<file path="config.mk">
export PLATFORM = sky130hd
export DESIGN_NAME = fwd_pipe_top
export DESIGN_NICKNAME = d
export VERILOG_FILES = /design/src/rtl/fwd_pkg.sv /design/src/rtl/fwd_hazard_unit.sv /design/src/rtl/fwd_regfile.sv /design/src/rtl/fwd_alu.sv /design/src/rtl/fwd_pipe_top.sv
export SDC_FILE = /design/constraint.sdc
export NUM_CORES = 1
export LEC_CHECK = 0
export ABC_CLOCK_PERIOD_IN_PS = 11800
export BUFFER_PORTS_ARGS = -buffer_cell sky130_fd_sc_hd__buf_2
export CORE_MARGIN = 10
export CORE_UTILIZATION = 49
export DETAILED_ROUTE_END_ITERATION = 10
export PLACE_DENSITY = 0.67
export SETUP_SLACK_MARGIN = 0.3
export SLEW_MARGIN = 5
export SYNTH_ARGS = -nofsm -noshare
export SYNTH_HDL_FRONTEND = slang
export SYNTH_SLANG_ARGS = --single-unit
</file>
<file path="constraint.sdc">
create_clock -name clk -period 11.8 [get_ports clk]
set_clock_uncertainty 0.15 [all_clocks]
set_input_delay 1.18 -clock clk [delete_from_list [all_inputs] [get_ports clk]]
set_output_delay 1.18 -clock clk [all_outputs]
set_load 0.01 [all_outputs]
</file>
<file path="src/rtl/fwd_pkg.sv">
package fwd_pkg;

    typedef enum logic [1:0] {
        SRC_RF  = 2'b00,
        SRC_WB  = 2'b01,
        SRC_EXM = 2'b10
    } fwd_src_e;

    typedef enum logic [1:0] {
        OP_NOP = 2'b00,
        OP_ADD = 2'b01,
        OP_LD  = 2'b10,
        OP_LI  = 2'b11
    } fwd_op_e;

    function automatic logic reads_rs1(fwd_op_e op);
        return (op == OP_ADD) || (op == OP_LD);
    endfunction

    function automatic logic reads_rs2(fwd_op_e op);
        return (op == OP_ADD);
    endfunction

endpackage

</file>
<file path="src/rtl/fwd_hazard_unit.sv">
module fwd_hazard_unit
    import fwd_pkg::*;
#(
    parameter int RAW = 3
) (
    input  logic [1:0][RAW-1:0] dec_rs,
    input  logic [1:0]          dec_use,
    input  logic [RAW-1:0]      ex_rd,
    input  logic                ex_we,
    input  logic                ex_load,
    input  logic [1:0][RAW-1:0] ex_rs,
    input  logic [1:0]          ex_use,
    input  logic [RAW-1:0]      mem_rd,
    input  logic                mem_we,
    input  logic                mem_load,
    input  logic [RAW-1:0]      wb_rd,
    input  logic                wb_we,
    output fwd_src_e            sel [2],
    output logic                stall
);

    logic [1:0] dec_hit;

    for (genvar g = 0; g < 2; g++) begin : g_port
        logic src_live;
        logic hit_mem;
        logic hit_wb;

        assign src_live = ex_use[g] && (ex_rs[g] != '0);
        assign hit_mem  = src_live && mem_we && !mem_load && (mem_rd == ex_rs[g]);
        assign hit_wb   = src_live && wb_we && (wb_rd == ex_rs[g]);

        always_comb begin
            unique case ({hit_mem, hit_wb})
                2'b10, 2'b11: sel[g] = SRC_EXM;
                2'b01:        sel[g] = SRC_WB;
                default:      sel[g] = SRC_RF;
            endcase
        end

        assign dec_hit[g] = dec_use[g] && (dec_rs[g] == ex_rd);
    end

    assign stall = ex_load && ex_we && (|dec_hit);

endmodule

</file>
<file path="src/rtl/fwd_regfile.sv">
module fwd_regfile #(
    parameter int XLEN = 16,
    parameter int RAW  = 3
) (
    input  logic                clk,
    input  logic                rst_n,
    input  logic                we,
    input  logic [RAW-1:0]      waddr,
    input  logic [XLEN-1:0]     wdata,
    input  logic [1:0][RAW-1:0] raddr,
    output logic [1:0][XLEN-1:0] rdata
);

    localparam int NREG = 1 << RAW;

    logic [XLEN-1:0] regs [NREG];

    always_ff @(posedge clk or negedge rst_n) begin
        if (!rst_n) begin
            for (int i = 0; i < NREG; i++) regs[i] <= '0;
        end else if (we && (waddr != '0)) begin
            regs[waddr] <= wdata;
        end
    end

    for (genvar p = 0; p < 2; p++) begin : g_rd
        always_comb begin
            if (raddr[p] == '0)
                rdata[p] = '0;
            else if (we && (waddr == raddr[p]))
                rdata[p] = wdata;
            else
                rdata[p] = regs[raddr[p]];
        end
    end

endmodule

</file>
<file path="src/rtl/fwd_alu.sv">
module fwd_alu
    import fwd_pkg::*;
#(
    parameter int XLEN = 16,
    parameter int IMMW = 8
) (
    input  fwd_op_e         op,
    input  logic [XLEN-1:0] a,
    input  logic [XLEN-1:0] b,
    input  logic [IMMW-1:0] imm,
    output logic [XLEN-1:0] y
);

    logic [XLEN-1:0] imm_x;
    assign imm_x = {{(XLEN-IMMW){1'b0}}, imm};

    always_comb begin
        unique case (op)
            OP_ADD:  y = a + b;
            OP_LD:   y = a + imm_x;
            OP_LI:   y = imm_x;
            default: y = '0;
        endcase
    end

endmodule

</file>
<file path="src/rtl/fwd_pipe_top.sv">
module fwd_pipe_top
    import fwd_pkg::*;
#(
    parameter int              XLEN    = 16,
    parameter int              RAW     = 3,
    parameter int              IMMW    = 8,
    parameter int              PCW     = 6,
    parameter logic [XLEN-1:0] MEM_KEY = 16'h5A5A
) (
    input  logic                  clk,
    input  logic                  rst_n,
    input  logic [2+3*RAW+IMMW-1:0] instr_in,
    output logic [PCW-1:0]        pc,
    output logic                  stall,
    output logic [1:0]            fwd_sel_a,
    output logic [1:0]            fwd_sel_b,
    output logic [XLEN-1:0]       ex_opa,
    output logic [XLEN-1:0]       ex_opb,
    output logic                  wb_we,
    output logic [RAW-1:0]        wb_rd,
    output logic [XLEN-1:0]       wb_data
);

    localparam int IW     = 2 + 3*RAW + IMMW;
    localparam int OP_LSB = IW - 2;
    localparam int RD_LSB = OP_LSB - RAW;
    localparam int S1_LSB = RD_LSB - RAW;
    localparam int S2_LSB = S1_LSB - RAW;

    // Decode stage
    logic [IW-1:0]          ifid_instr;
    fwd_op_e                dec_op;
    logic [RAW-1:0]         dec_rd;
    logic [1:0][RAW-1:0]    dec_rs;
    logic [1:0]             dec_use;
    logic [IMMW-1:0]        dec_imm;
    logic [1:0][XLEN-1:0]   dec_rv;

    // Execute stage latch
    fwd_op_e                idex_op;
    logic [RAW-1:0]         idex_rd;
    logic [1:0][RAW-1:0]    idex_rs;
    logic [1:0]             idex_use;
    logic [IMMW-1:0]        idex_imm;
    logic [1:0][XLEN-1:0]   idex_rv;
    logic                   idex_we;

    // Memory stage latch
    logic                   exm_we;
    logic                   exm_load;
    logic [RAW-1:0]         exm_rd;
    logic [XLEN-1:0]        exm_res;
    logic [XLEN-1:0]        mem_data;

    fwd_src_e               sel [2];
    logic [1:0][XLEN-1:0]   opnd;
    logic [XLEN-1:0]        alu_y;

    assign dec_op     = fwd_op_e'(ifid_instr[OP_LSB +: 2]);
    assign dec_rd     = ifid_instr[RD_LSB +: RAW];
    assign dec_rs[0]  = ifid_instr[S1_LSB +: RAW];
    assign dec_rs[1]  = ifid_instr[S2_LSB +: RAW];
    assign dec_imm    = ifid_instr[IMMW-1:0];
    assign dec_use[0] = reads_rs1(dec_op);
    assign dec_use[1] = reads_rs2(dec_op);

    fwd_regfile #(.XLEN(XLEN), .RAW(RAW)) u_rf (
        .clk   (clk),
        .rst_n (rst_n),
        .we    (wb_we),
        .waddr (wb_rd),
        .wdata (wb_data),
        .raddr (dec_rs),
        .rdata (dec_rv)
    );

    fwd_hazard_unit #(.RAW(RAW)) u_haz (
        .dec_rs   (dec_rs),
        .dec_use  (dec_use),
        .ex_rd    (idex_rd),
        .ex_we    (idex_we),
        .ex_load  (idex_op == OP_LD),
        .ex_rs    (idex_rs),
        .ex_use   (idex_use),
        .mem_rd   (exm_rd),
        .mem_we   (exm_we),
        .mem_load (exm_load),
        .wb_rd    (wb_rd),
        .wb_we    (wb_we),
        .sel      (sel),
        .stall    (stall)
    );

    // Operand multiplexers
    for (genvar g = 0; g < 2; g++) begin : g_mux
        always_comb begin
            unique case (sel[g])
                SRC_EXM: opnd[g] = exm_res;
                SRC_WB:  opnd[g] = wb_data;
                default: opnd[g] = idex_rv[g];
            endcase
        end
    end

    fwd_alu #(.XLEN(XLEN), .IMMW(IMMW)) u_alu (
        .op  (idex_op),
        .a   (opnd[0]),
        .b   (opnd[1]),
        .imm (idex_imm),
        .y   (alu_y)
    );

    assign mem_data = exm_load ? (exm_res ^ MEM_KEY) : exm_res;

    // Front end: PC and decode latch hold on stall
    always_ff @(posedge clk or negedge rst_n) begin
        if (!rst_n) begin
            pc         <= '0;
            ifid_instr <= '0;
        end else if (!stall) begin
            pc         <= pc + 1'b1;
            ifid_instr <= instr_in;
        end
    end

    // Execute latch: bubble on stall
    always_ff @(posedge clk or negedge rst_n) begin
        if (!rst_n) begin
            idex_op  <= OP_NOP;
            idex_rd  <= '0;
            idex_rs  <= '0;
            idex_use <= '0;
            idex_imm <= '0;
            idex_rv  <= '0;
            idex_we  <= 1'b0;
        end else if (stall) begin
            idex_op  <= OP_NOP;
            idex_rd  <= '0;
            idex_rs  <= '0;
            idex_use <= '0;
            idex_imm <= '0;
            idex_rv  <= '0;
            idex_we  <= 1'b0;
        end else begin
            idex_op  <= dec_op;
            idex_rd  <= dec_rd;
            idex_rs  <= dec_rs;
            idex_use <= dec_use;
            idex_imm <= dec_imm;
            idex_rv  <= dec_rv;
            idex_we  <= (dec_op != OP_NOP) && (dec_rd != '0);
        end
    end

    // Memory and writeback latches
    always_ff @(posedge clk or negedge rst_n) begin
        if (!rst_n) begin
            exm_we   <= 1'b0;
            exm_load <= 1'b0;
            exm_rd   <= '0;
            exm_res  <= '0;
            wb_we    <= 1'b0;
            wb_rd    <= '0;
            wb_data  <= '0;
        end else begin
            exm_we   <= idex_we;
            exm_load <= (idex_op == OP_LD);
            exm_rd   <= idex_rd;
            exm_res  <= alu_y;
            wb_we    <= exm_we;
            wb_rd    <= exm_rd;
            wb_data  <= mem_data;
        end
    end

    assign fwd_sel_a = sel[0];
    assign fwd_sel_b = sel[1];
    assign ex_opa    = opnd[0];
    assign ex_opb    = opnd[1];

    // Checks on stage-to-stage behaviour
    assert_pc_holds_R6: assert property (@(posedge clk) disable iff (!rst_n)
        stall |=> $stable(pc));

    assert_bubble_follows_R6: assert property (@(posedge clk) disable iff (!rst_n)
        stall |=> !idex_we);

    assert_pc_steps_R8: assert property (@(posedge clk) disable iff (!rst_n)
        !stall |=> (pc == $past(pc) + 1'b1));

    assert_no_load_use_in_ex_R6: assert property (@(posedge clk) disable iff (!rst_n)
        (exm_load && exm_we) |->
            !((idex_use[0] && idex_rs[0] == exm_rd) || (idex_use[1] && idex_rs[1] == exm_rd)));

    assert_x0_not_forwarded_R5: assert property (@(posedge clk) disable iff (!rst_n)
        (idex_rs[0] == '0) |-> (fwd_sel_a == 2'b00));

    assert_wb_write_has_rd_R1: assert property (@(posedge clk) disable iff (!rst_n)
        wb_we |-> (wb_rd != '0));

endmodule

</file>
After elaboration in Yosys (flattened, before gate mapping)
Index checks and enable logic that the tools add are counted.
W data, S select, Z words.
Word-level totals
  bits in registers: 248
  word-level logic and storage cells: 119
  output and inout bits: 63
  bits of input ports: 21
Operators by class
  add/sub/neg operators: 3
  bitwise gates (word level): 4
  equal/unequal tests: 23
  reduce and logical (&&, ||, !) cells: 33
  mux-type cells: 26
  $lt $le $gt $ge: 4
Operator list (number)
  $mux W16: 9
  $bwmux W128: 1
  $bmux W16 S3: 2
  $pmux W16 S2: 2
  $demux W16 S3: 1
  $pmux W16 S3: 1
  $mux W32: 1
  $eq A3 B3 Y1: 8
  $logic_and A1 B1 Y1: 21
  $eq A2 B2 Y1 const B: 9
  $add A16 B16 Y16: 1
  $add A16 B8 Y16: 1
  $mux W15: 1
  $eq A2 B1 Y1 const B: 6
  $ge A4 B4 Y1 const B: 3
  $not A3 Y4: 3
  $reduce_bool A3 Y1: 4
  $mux W8: 1
  $not A8 Y8: 1
  $pmux W2 S2: 2
  $add A6 B1 Y6 const B: 1
  $logic_not A3 Y1: 2
  $mux W6: 1
  $reduce_or A2 Y1: 3
  7 further kinds: 8

Logic depth before layout (Yosys ltp)
Gate-level depths: netlist of the first run.
  depth in word-level cells: 12
  depth in mapped cells: 19
  depth with buffers taken out: 17

Cells and area by module
A second synthesis of the first run with hierarchy kept.
Unflattened totals
  cell total of the unflattened synthesis: 1081
  area total of the unflattened synthesis: 13093.8 um^2
By module, submodules not included
  fwd_regfile: area an instance 7247.0 um^2, cells an instance 547, sequential area each 3203.1 um^2, times used 1
  fwd_pipe_top: area an instance 4478.0 um^2, cells an instance 346, sequential area each 3002.9 um^2, times used 1
  fwd_alu: area an instance 1111.1 um^2, cells an instance 155, sequential area each 0.0 um^2, times used 1
  fwd_hazard_unit: area an instance 257.7 um^2, cells an instance 33, sequential area each 0.0 um^2, times used 1

Worst setup path after synthesis of the first run
No wires, ideal clock.
  path type: reg2reg
  from: reg idex_rs[3] (netlist bit)
  to: reg exm_res[15]
  period minus slack after synthesis: 3990 ps
  cell stages (with the launch flop): 17
  arrival time: 3715 ps
  required time: 11525 ps
  setup time: 125 ps
  buffers on the path: 1
  path slack: 7810 ps
  cells stage by stage: dfrtp_1 -> xnor2_1 -> nand4_1 -> nor2_1 -> clkbuf_1 -> mux2i_1 -> a21oi_1 -> mux2_2 -> ha_1 -> a21oi_1 -> nor2b_1 -> o211ai_1 -> nand3_1 -> nand4_1 -> a31oi_1 -> o22ai_1 -> mux2_2
On the way
  word-level cells in the longest chain between the ends: 12
  elaborated cells between the ends (all ways): 19
  those cells by class: 1 x add/sub; 7 x eq/ne; 3 x mux; 8 x reduce/logical
RTL lines
  start: declaration: RTL line fwd_pipe_top.sv:42  | logic [1:0][RAW-1:0] idex_rs;
  start signal: assignment: RTL line fwd_pipe_top.sv:147  | idex_rs <= dec_rs;
  $reduce_bool A3 Y1: RTL line fwd_hazard_unit.sv:29  | assign src_live = ex_use[g] && (ex_rs[g] != '0);
  $logic_and A1 B1 Y1: RTL line fwd_hazard_unit.sv:29
  $logic_and A1 B1 Y1 (3 in a row): RTL line fwd_hazard_unit.sv:30  | assign hit_mem = src_live && mem_we && !mem_load && (mem_rd == ex_rs[g]);
  $eq A2 B2 Y1: RTL line fwd_hazard_unit.sv:34  | unique case ({hit_mem, hit_wb})
  $reduce_or A2 Y1: RTL line fwd_hazard_unit.sv:34
  $pmux W2 S2 (*): RTL line fwd_hazard_unit.sv:34
  $eq A2 B1 Y1 / $eq A2 B2 Y1 (equally long branches): RTL line fwd_pipe_top.sv:97  | unique case (sel[g])
  $pmux W16 S2 (*): RTL line fwd_pipe_top.sv:97
  via ex_opb[2]: RTL line fwd_pipe_top.sv:18  | output logic [XLEN-1:0] ex_opb,
  $add A16 B16 Y16 (*): RTL line fwd_alu.sv:19  | OP_ADD: y = a + b;
  $pmux W16 S3 (*): RTL line fwd_alu.sv:18  | unique case (op)
  via alu_y[15]: RTL line fwd_pipe_top.sv:57  | logic [XLEN-1:0] alu_y;
  end signal: assignment: RTL line fwd_pipe_top.sv:169  | exm_res <= alu_y;
  end: declaration: RTL line fwd_pipe_top.sv:52  | logic [XLEN-1:0] exm_res;
Mark *: on every way through the listed nets, which the timed path passes. The rest lies on a longest branch.
A chain may end at the register's enable or synchronous reset.

Worst setup path in the final report of the first run
  from: reg wb_rd[0]
  to: reg exm_res[15]
On the way
  word-level cells in the longest chain between the ends: 9
  elaborated cells between the ends (all ways): 23
  those cells by class: 2 x add/sub; 12 x eq/ne; 5 x mux; 4 x reduce/logical
RTL lines
  start: declaration: RTL line fwd_pipe_top.sv:20  | output logic [RAW-1:0] wb_rd,
  start signal: assignment: RTL line fwd_pipe_top.sv:171  | wb_rd <= exm_rd;
  $eq A3 B3 Y1: RTL line fwd_hazard_unit.sv:31  | assign hit_wb = src_live && wb_we && (wb_rd == ex_rs[g]);
  $logic_and A1 B1 Y1: RTL line fwd_hazard_unit.sv:31
  $eq A2 B2 Y1: RTL line fwd_hazard_unit.sv:34
  $reduce_or A2 Y1: RTL line fwd_hazard_unit.sv:34
  $pmux W2 S2: RTL line fwd_hazard_unit.sv:34
  $eq A2 B1 Y1 / $eq A2 B2 Y1 (equally long branches): RTL line fwd_pipe_top.sv:97
  $pmux W16 S2: RTL line fwd_pipe_top.sv:97
  $add A16 B8 Y16 / $add A16 B16 Y16 (equally long branches): RTL line fwd_alu.sv:20, fwd_alu.sv:19
  $pmux W16 S3 (*): RTL line fwd_alu.sv:18
  via alu_y[15]: RTL line fwd_pipe_top.sv:57
Marks and branches as above.

==> impl_metrics.ini, run 1 <==
[synthesis]
synth-main-ff-cell = dfrtp_1
synthArstFlopShare = 1.000
seq_area_frac_synth = 0.4907
synth_nets = 1040
synth_edf_count = 0
synth-seq-cells = 248
syn-instance-count = 997
syn_avg_cell_area_sq_um = 12.69
ys_types = 57
syn_area_sq_mm = 0.01265
ys.warnings.count = 0

[pwr]
seq_power_share = 0.429
p_int_mw = 2.195
p_leak_nw = 6.641
clkPwrFrac = 0.258
power_density_mw_per_mm2 = 232.0
p_sw_frac = 0.3350
p_sw_mw = 1.106
ir_drop_uv = 163.8
p_comb_frac = 0.313

[clock_network]
cts_resized = 0
cts_buffers = 26
cts_root_buffer = clkbuf_16
cts-htree-levels = 1
cts_sinks = 248
clkSlewWorstSetupHoldPaths_ps = 60
postCtsHoldBufs = 0
clk_path_buf_depth = 3
post-cts-setup-buffers = 0
insertion_delay_ps = 530
cts_tree = yes

[setup_path]
worst_path_max_delay_cell = nor3b_2
crit_chain = xnor2_1, nand4_1, nor3b_2, a222oi_1, inv_1, ha_1, a21o_1, a21oi_1, nor2b_1, o211ai_1, nand3_1, nand4_1, a31oi_1, o22ai_1, mux2_2
crit_cells = 15
rr_worst_depth = 15
cp_num_buf_inv = 1
ff2ff_setup_slack_ps = 7190
endpoint_kind = flop
worstPathArrival_ps = 4870
rr_endpoint = exm_res[15]
crit_path_max_incr_delay_ps = 870
cp_top_family = simple AND/OR/NAND/NOR gates
crit_top_cell = nand4_1
rr_startpoint = wb_rd[0]
start_kind = flop
crit_type = flop to flop
required_ps = 12060
path_max_fanout = 17

[routing]
drt_wl_total_um = 31190
ant_nets = 0
num_vias = 8165
via_per_inst = 5.891
drcViolationCount = 0
wire_per_inst_um = 22.50
drt_pre_antenna_iters = 5
drt_iter0_markers = 648

[global_routing]
grt_max_degree = 110
antenna_found_initial = 0
gr-total-overflow = 0
grt_use_total = 0.1890
grt_pass1_vias = 8779
grt_pass1_wl_um = 49740

[die]
die_w_um = 180.7
design.core.area_sq_mm = 0.02533
rows = 58
chipHeight_um = 180.7
die_area_sq_mm = 0.03264
initial_core_util = 0.4994
io_pins = 84

[finish]
final_area_sq_mm = 0.01423
fin_util = 0.5618
final-instance-count-excl-fill = 1386
final_layout_size_suffix_gt1_frac = 0.3485
nets = 1079
n_antenna_cell = 0
syn_to_final_growth_pct = 12.48
num-fill-cells = 2051

[hold_path]
min_from = idex_we
holdPathStages = 0
hold_path.class = flop to flop
whs_endpoint = exm_we

[sta]
tightestPinTransition_ps = 1028
setup_viol = 0
max_slew_margin = 0.3119
setup-tns-final_ps = 0
min_period_ps = 4611
finalHoldViolCount = 0
fmax_mhz = 216.9
grt_setup_unrepaired = no
final.period_utilization = 0.3908
slew_violations = 0

[job]
drv_cap = 0

[placement]
place.gp.congestion = 0.8979
hpwl_um = 20270
placed_cells = 1338
dpl-instance-area_sq_mm = 0.01333
portBuffers = 83

[outcome]
status = finished clean
-- cell families after synthesis --
kind of cell / Yosys count / share of synthesized area
compound gates: 123 / 0.07122
flops: 248 / 0.4907
mux: 243 / 0.2689
simple gates: 178 / 0.07271
xor+xnor: 48 / 0.03324
buf+inv: 135 / 0.04095
fa+ha+maj: 22 / 0.02236
-- through the flow --
step | setup WS [ps] | total power [mW] | hold slack, ps
after floorplan | 7810 | 2.085 | 196.5
after global placement | 7542 | 2.411 | 227.0
after detailed placement | 7264 | 2.454 | 214.7
after CTS | 7235 | 3.317 | 229.3
after global routing | 6904 | 3.496 | 246.5
final | 7189 | 3.301 | 221.8
-- worst max-delay path by stage --
stage                           from           to  slack (ps)
after global routing        wb_rd[0]  exm_res[14]        6900
final                       wb_rd[0]  exm_res[15]        7190
after detailed placement    wb_rd[0]  exm_res[15]        7260
after floorplan           idex_rs[3]  exm_res[15]        7810
after global placement      wb_rd[0]  exm_res[15]        7540
after CTS                   wb_rd[0]  exm_res[15]        7240
-- final cells by class --
class	instances	area [sq um]	area share
clock inverter	10	127.6	0.008970
timing repair buffer	104	583.1	0.04098
tap	330	412.9	0.02902
sequential	248	6208	0.4364
multi-input combinational	614	5971	0.4197
inverter	42	157.7	0.01108
clock buffer	38	767.0	0.05391
-- state kept, by name, summed over array words and instances (netlist names) --
name and flops:
exm_load 1, exm_rd 3, exm_res 16, exm_we 1
idex_imm 8, idex_op 2, idex_rd 3, idex_rs 6
idex_rv 32, idex_use 2, idex_we 1, ifid_instr 19
pc 6, u_rf.regs 128, wb_data 16, wb_rd 3
wb_we 1
-- Yosys cell counts, types with 11 or more instances --
master,n,area share
nand4_1,11,0.0054
mux4_2,64,0.11
a21oi_1,24,0.0095
a222oi_1,12,0.0095
nor2_1,67,0.020
inv_1,42,0.012
xor2_1,11,0.0076
nor3_1,16,0.0063
mux2i_1,45,0.036
o21ai_0,12,0.0047
xnor2_1,37,0.026
dfrtp_1,248,0.49
a211oi_1,32,0.019
nor2b_1,32,0.016
ha_1,21,0.021
nand2_1,20,0.0059
mux2_2,134,0.12
clkbuf_1,79,0.023
-- layer usage --
| layer | global-route usage | up-vias | share of wire |
|---|---|---|---|
| li1 | - | 3697 | - |
| met1 | 0.2452 | 4201 | 0.44 |
| met2 | 0.3214 | 219 | 0.50 |
| met3 | 0.03072 | 48 | 0.050 |
| met4 | 0.04954 | 0 | 0.018 |
| met5 | 0 | - | 0 |
-- placed cells by master, fill, tap and decap left out, types with 2 or more instances in the layout --
master       n
a22oi_1      6
nor4bb_4     2
o21ai_0     12
a211oi_1    32
clkbuf_16   27
a21oi_1     23
nand2_1     20
mux2_2     134
clkbuf_8     5
mux4_2      64
mux2i_1     45
a221oi_1     4
nand4b_1     4
nor3_2       2
ha_1        21
a21o_1       7
a31oi_1      6
nor3_1      15
o211a_1      2
buf_4       21
nor3b_2      2
dfrtp_1    246
nand3_1      8
xor2_1      11
buf_2       82
bufinv_16    3
nand2b_1     4
a222oi_1    12
nor2_1      67
inv_1       42
dfrtp_2      2
or2_2        3
nand4_1     11
o21a_1       2
o211ai_1     3
nor2b_1     32
xnor2_1     37
clkinv_2     6
clkbuf_1     6
-- power groups by stage --
stage	Combinational [mW]	Clock, mW	Sequential, mW
2_1_floorplan	0.794	0	1.29
5_1_grt	1.13	0.902	1.46
3_3_place_gp	1.00	0	1.41
4_1_cts	1.04	0.867	1.41
3_5_place_dp	1.03	0	1.42
6_report	1.03	0.852	1.42
Note: power is estimated with default switching activity, not from simulation.
==> run 2: changes to the inputs <==
--- a/config.mk
+++ b/config.mk
@@ -5,7 +5,8 @@
 export SDC_FILE = /design/constraint.sdc
 export NUM_CORES = 1
 export LEC_CHECK = 0
-export ABC_CLOCK_PERIOD_IN_PS = 11800
+export ABC_AREA = 1
+export ABC_CLOCK_PERIOD_IN_PS = 4690
 export BUFFER_PORTS_ARGS = -buffer_cell sky130_fd_sc_hd__buf_2
 export CORE_MARGIN = 10
 export CORE_UTILIZATION = 49
==> constraint.sdc (replaced) <==
create_clock -name clk -period 4.69 [get_ports clk]
set_clock_uncertainty 0.15 [all_clocks]
set_input_delay 0.469 -clock clk [delete_from_list [all_inputs] [get_ports clk]]
set_output_delay 0.469 -clock clk [all_outputs]
set_load 0.01 [all_outputs]
==> run 2 against run 1 <==
Compared with the run above:
- power grew to 2.6 times the previous value
- wire length is 36% higher
- via count is 45% higher
- register-to-register slack worse by 6400 ps
- sequential cell count stayed put
- clock power grew to 2.9 times the previous value
- worst hold slack worse by 200 ps
- final cell count is 48% higher
==> impl_metrics.ini, run 2 <==
[setup_path]
rr_startpoint = exm_load
crit_type = flop to flop
rr_worst_depth = 20
ff2ff_setup_slack_ps = 770
required_ps = 4980
worst_path_max_delay_cell = dfrtp_1
start_kind = flop
rr_endpoint = exm_res[12]
worstPathArrival_ps = 4210
crit_path_max_incr_delay_ps = 570
endpoint_kind = flop
crit_chain = nor2_4, nand2_1, nor2_2, nand3_4, nand2_2, o22ai_1, a21oi_1, nand2_1, o21ai_0, ha_1, inv_1, fa_1, inv_1, a21oi_1, o21bai_1, nand3_2, nand2_1, nand3_1, a21oi_1, nor2_1
path_max_fanout = 18

[synthesis]
syn_area_sq_mm = 0.01307
synth_top_cell_by_area = dfrtp_1
syn_avg_cell_area_sq_um = 7.933
synth-main-ff-cell = dfrtp_1
synth_top_cell_area_share = 0.4750
syn-instance-count = 1647
seq_area_frac_synth = 0.4750
ys_types = 49
ys.warnings.count = 0
synth_edf_count = 0
synthArstFlopShare = 1.000
synth.area.top_cells = dfrtp_1, nand2_1, o21ai_0
synth.most_common_cell = nand2_1
synthTopCellsByCount = nand2_1, dfrtp_1, o21ai_0, a21oi_1, inv_1
synth_nets = 1690
synth-seq-cells = 248

[job]
drv_cap = 0

[sta]
min_period_ps = 3920
grt_setup_unrepaired = no
fmax_mhz = 255.1
finalHoldViolCount = 0
setup-tns-final_ps = 0
max_slew_margin = 0.2729
tightestPinTransition_ps = 1088
setup_viol = 0
slew_violations = 0
final.period_utilization = 0.8358

[hold_path]
holdPathStages = 3
min_from = instr_in[7]
whs_endpoint = ifid_instr[7]
hold_path.class = input pin to flop

[die]
chipHeight_um = 183.3
die_area_sq_mm = 0.03360
rows = 59
initial_core_util = 0.5000
die_w_um = 183.3
io_pins = 84
design.core.area_sq_mm = 0.02613

[placement]
portBuffers = 83
hpwl_um = 28700
place.gp.congestion = 1.010
placed_cells = 1980

[clock_network]
cts_buffers = 28
clkSlewWorstSetupHoldPaths_ps = 60
insertion_delay_ps = 540
cts_tree = yes
cts_sinks = 248
cts-htree-levels = 1
clk_path_buf_depth = 3
cts_root_buffer = clkbuf_16

[routing]
drt_iter0_markers = 1282
num_vias = 11880
drt_wl_total_um = 42300
ant_nets = 0
wire_per_inst_um = 20.63
drcViolationCount = 0
drt_pre_antenna_iters = 5
via_per_inst = 5.795

[finish]
n_antenna_cell = 0
regMostFlops = u_rf.regs
layout_common_cells = nand2_1, dfrtp_1, o21ai_0, a21oi_1, inv_1
syn_to_final_growth_pct = 14.20
final-instance-count-excl-fill = 2050
largest_reg_flops = 128
fin_util = 0.5710
final_layout_size_suffix_gt1_frac = 0.1294
nets = 1736
mostFrequentLayoutCell = nand2_1
top_regs = u_rf.regs: 128 flops, idex_rv: 32 flops, ifid_instr: 19 flops

[global_routing]
grt_pass1_vias = 11570
grt_max_degree = 107
grt_use_total = 0.2506
gr-total-overflow = 0
grt_pass1_wl_um = 66120
antenna_found_initial = 0

[pwr]
p_leak_nw = 7.213
ir_drop_uv = 434.9
power_density_mw_per_mm2 = 566.6
finalPower_mw = 8.453

[outcome]
status = finished clean
-- run 2: cell count changes in the layout (fill, tap and decap cells not counted), moves of 46 or more --
cell | previous run | this run
a21oi_1 | 23 | 158
inv_1 | 42 | 143
mux2_2 | 134 | 0
mux4_2 | 64 | 0
nand2_1 | 20 | 340
nand3_1 | 8 | 80
nor2_1 | 67 | 113
o21ai_0 | 12 | 238
-- run 2: worst max path at each step --
stage,from,slack (ps),end
after detailed placement,exm_load,650,exm_res[15]
after CTS,exm_load,640,exm_res[15]
after global placement,exm_load,790,exm_res[15]
final,exm_load,770,exm_res[12]
after floorplan,exm_load,1320,exm_res[15]
after global routing,exm_load,410,exm_res[15]
-- run 2: worst max-delay path, delay by kind of cell, from the launching register on --
kind | cells | cell delay [ps]
and+or+nand+nor | 10 | 1460
adders and majority gates | 2 | 630
AOI/OAI and AO/OA | 6 | 850
DFF | 1 | 570
buffers and inverters | 2 | 150
-- run 2: area by class of cell --
class | instances | area [sq um]
Tap cell | 335 | 419.2
Sequential cell | 248 | 6208
Fill cell | 2406 | 11210
Clock inverter | 15 | 252.7
Multi-Input combinational cell | 1131 | 5807
Inverter | 157 | 604.3
Timing Repair Buffer | 127 | 813.3
Clock buffer | 37 | 815.8
-- run 2: routing by layer --
metal | track usage | vias up | share of wire | routed length (um)
met5 | 0 | - | 0 | 0
met4 | 0.1459 | 0 | 0.059 | 2476
met3 | 0.04822 | 129 | 0.081 | 3421
met2 | 0.3633 | 522 | 0.43 | 18110
met1 | 0.3432 | 5643 | 0.43 | 18280
li1 | - | 5585 | - | -
-- run 2: power breakdown --
group / internal (mW) / switching, mW / total, mW
Combinational: 0.906 / 1.64 / 2.55
Clock: 1.56 / 0.932 / 2.49
Sequential: 2.80 / 0.609 / 3.41
Total: 5.27 / 3.18 / 8.45
-- run 2: logic make-up after synthesis --
kind of cell | after synthesis | share of synthesized area
compound gates | 487 | 0.2067
flops | 248 | 0.4750
xor+xnor | 18 | 0.01207
simple gates | 604 | 0.2035
fa+ha+maj | 22 | 0.02164
buf+inv | 268 | 0.08111
-- run 2: timing repair --
item / 4_1_cts / 5_1_grt
buffers inserted: 0 / 0
endpoints found under the setup margin: 0 / 1
endpoints found under the hold margin: 98 / 0
resized for setup: 0 / 1
hold buffers: 18 / 0
-- run 2: through the flow --
stage	setup WS [ps]	hold slack (ps)	cell area [sq um]
finish	770.2	19.92	14920
global route	410.7	45.09	14920
CTS	640.2	2.525	14920
detailed placement	653.0	215.6	13670
global placement	787.6	211.9	13670
floorplan	1324	23.41	13070
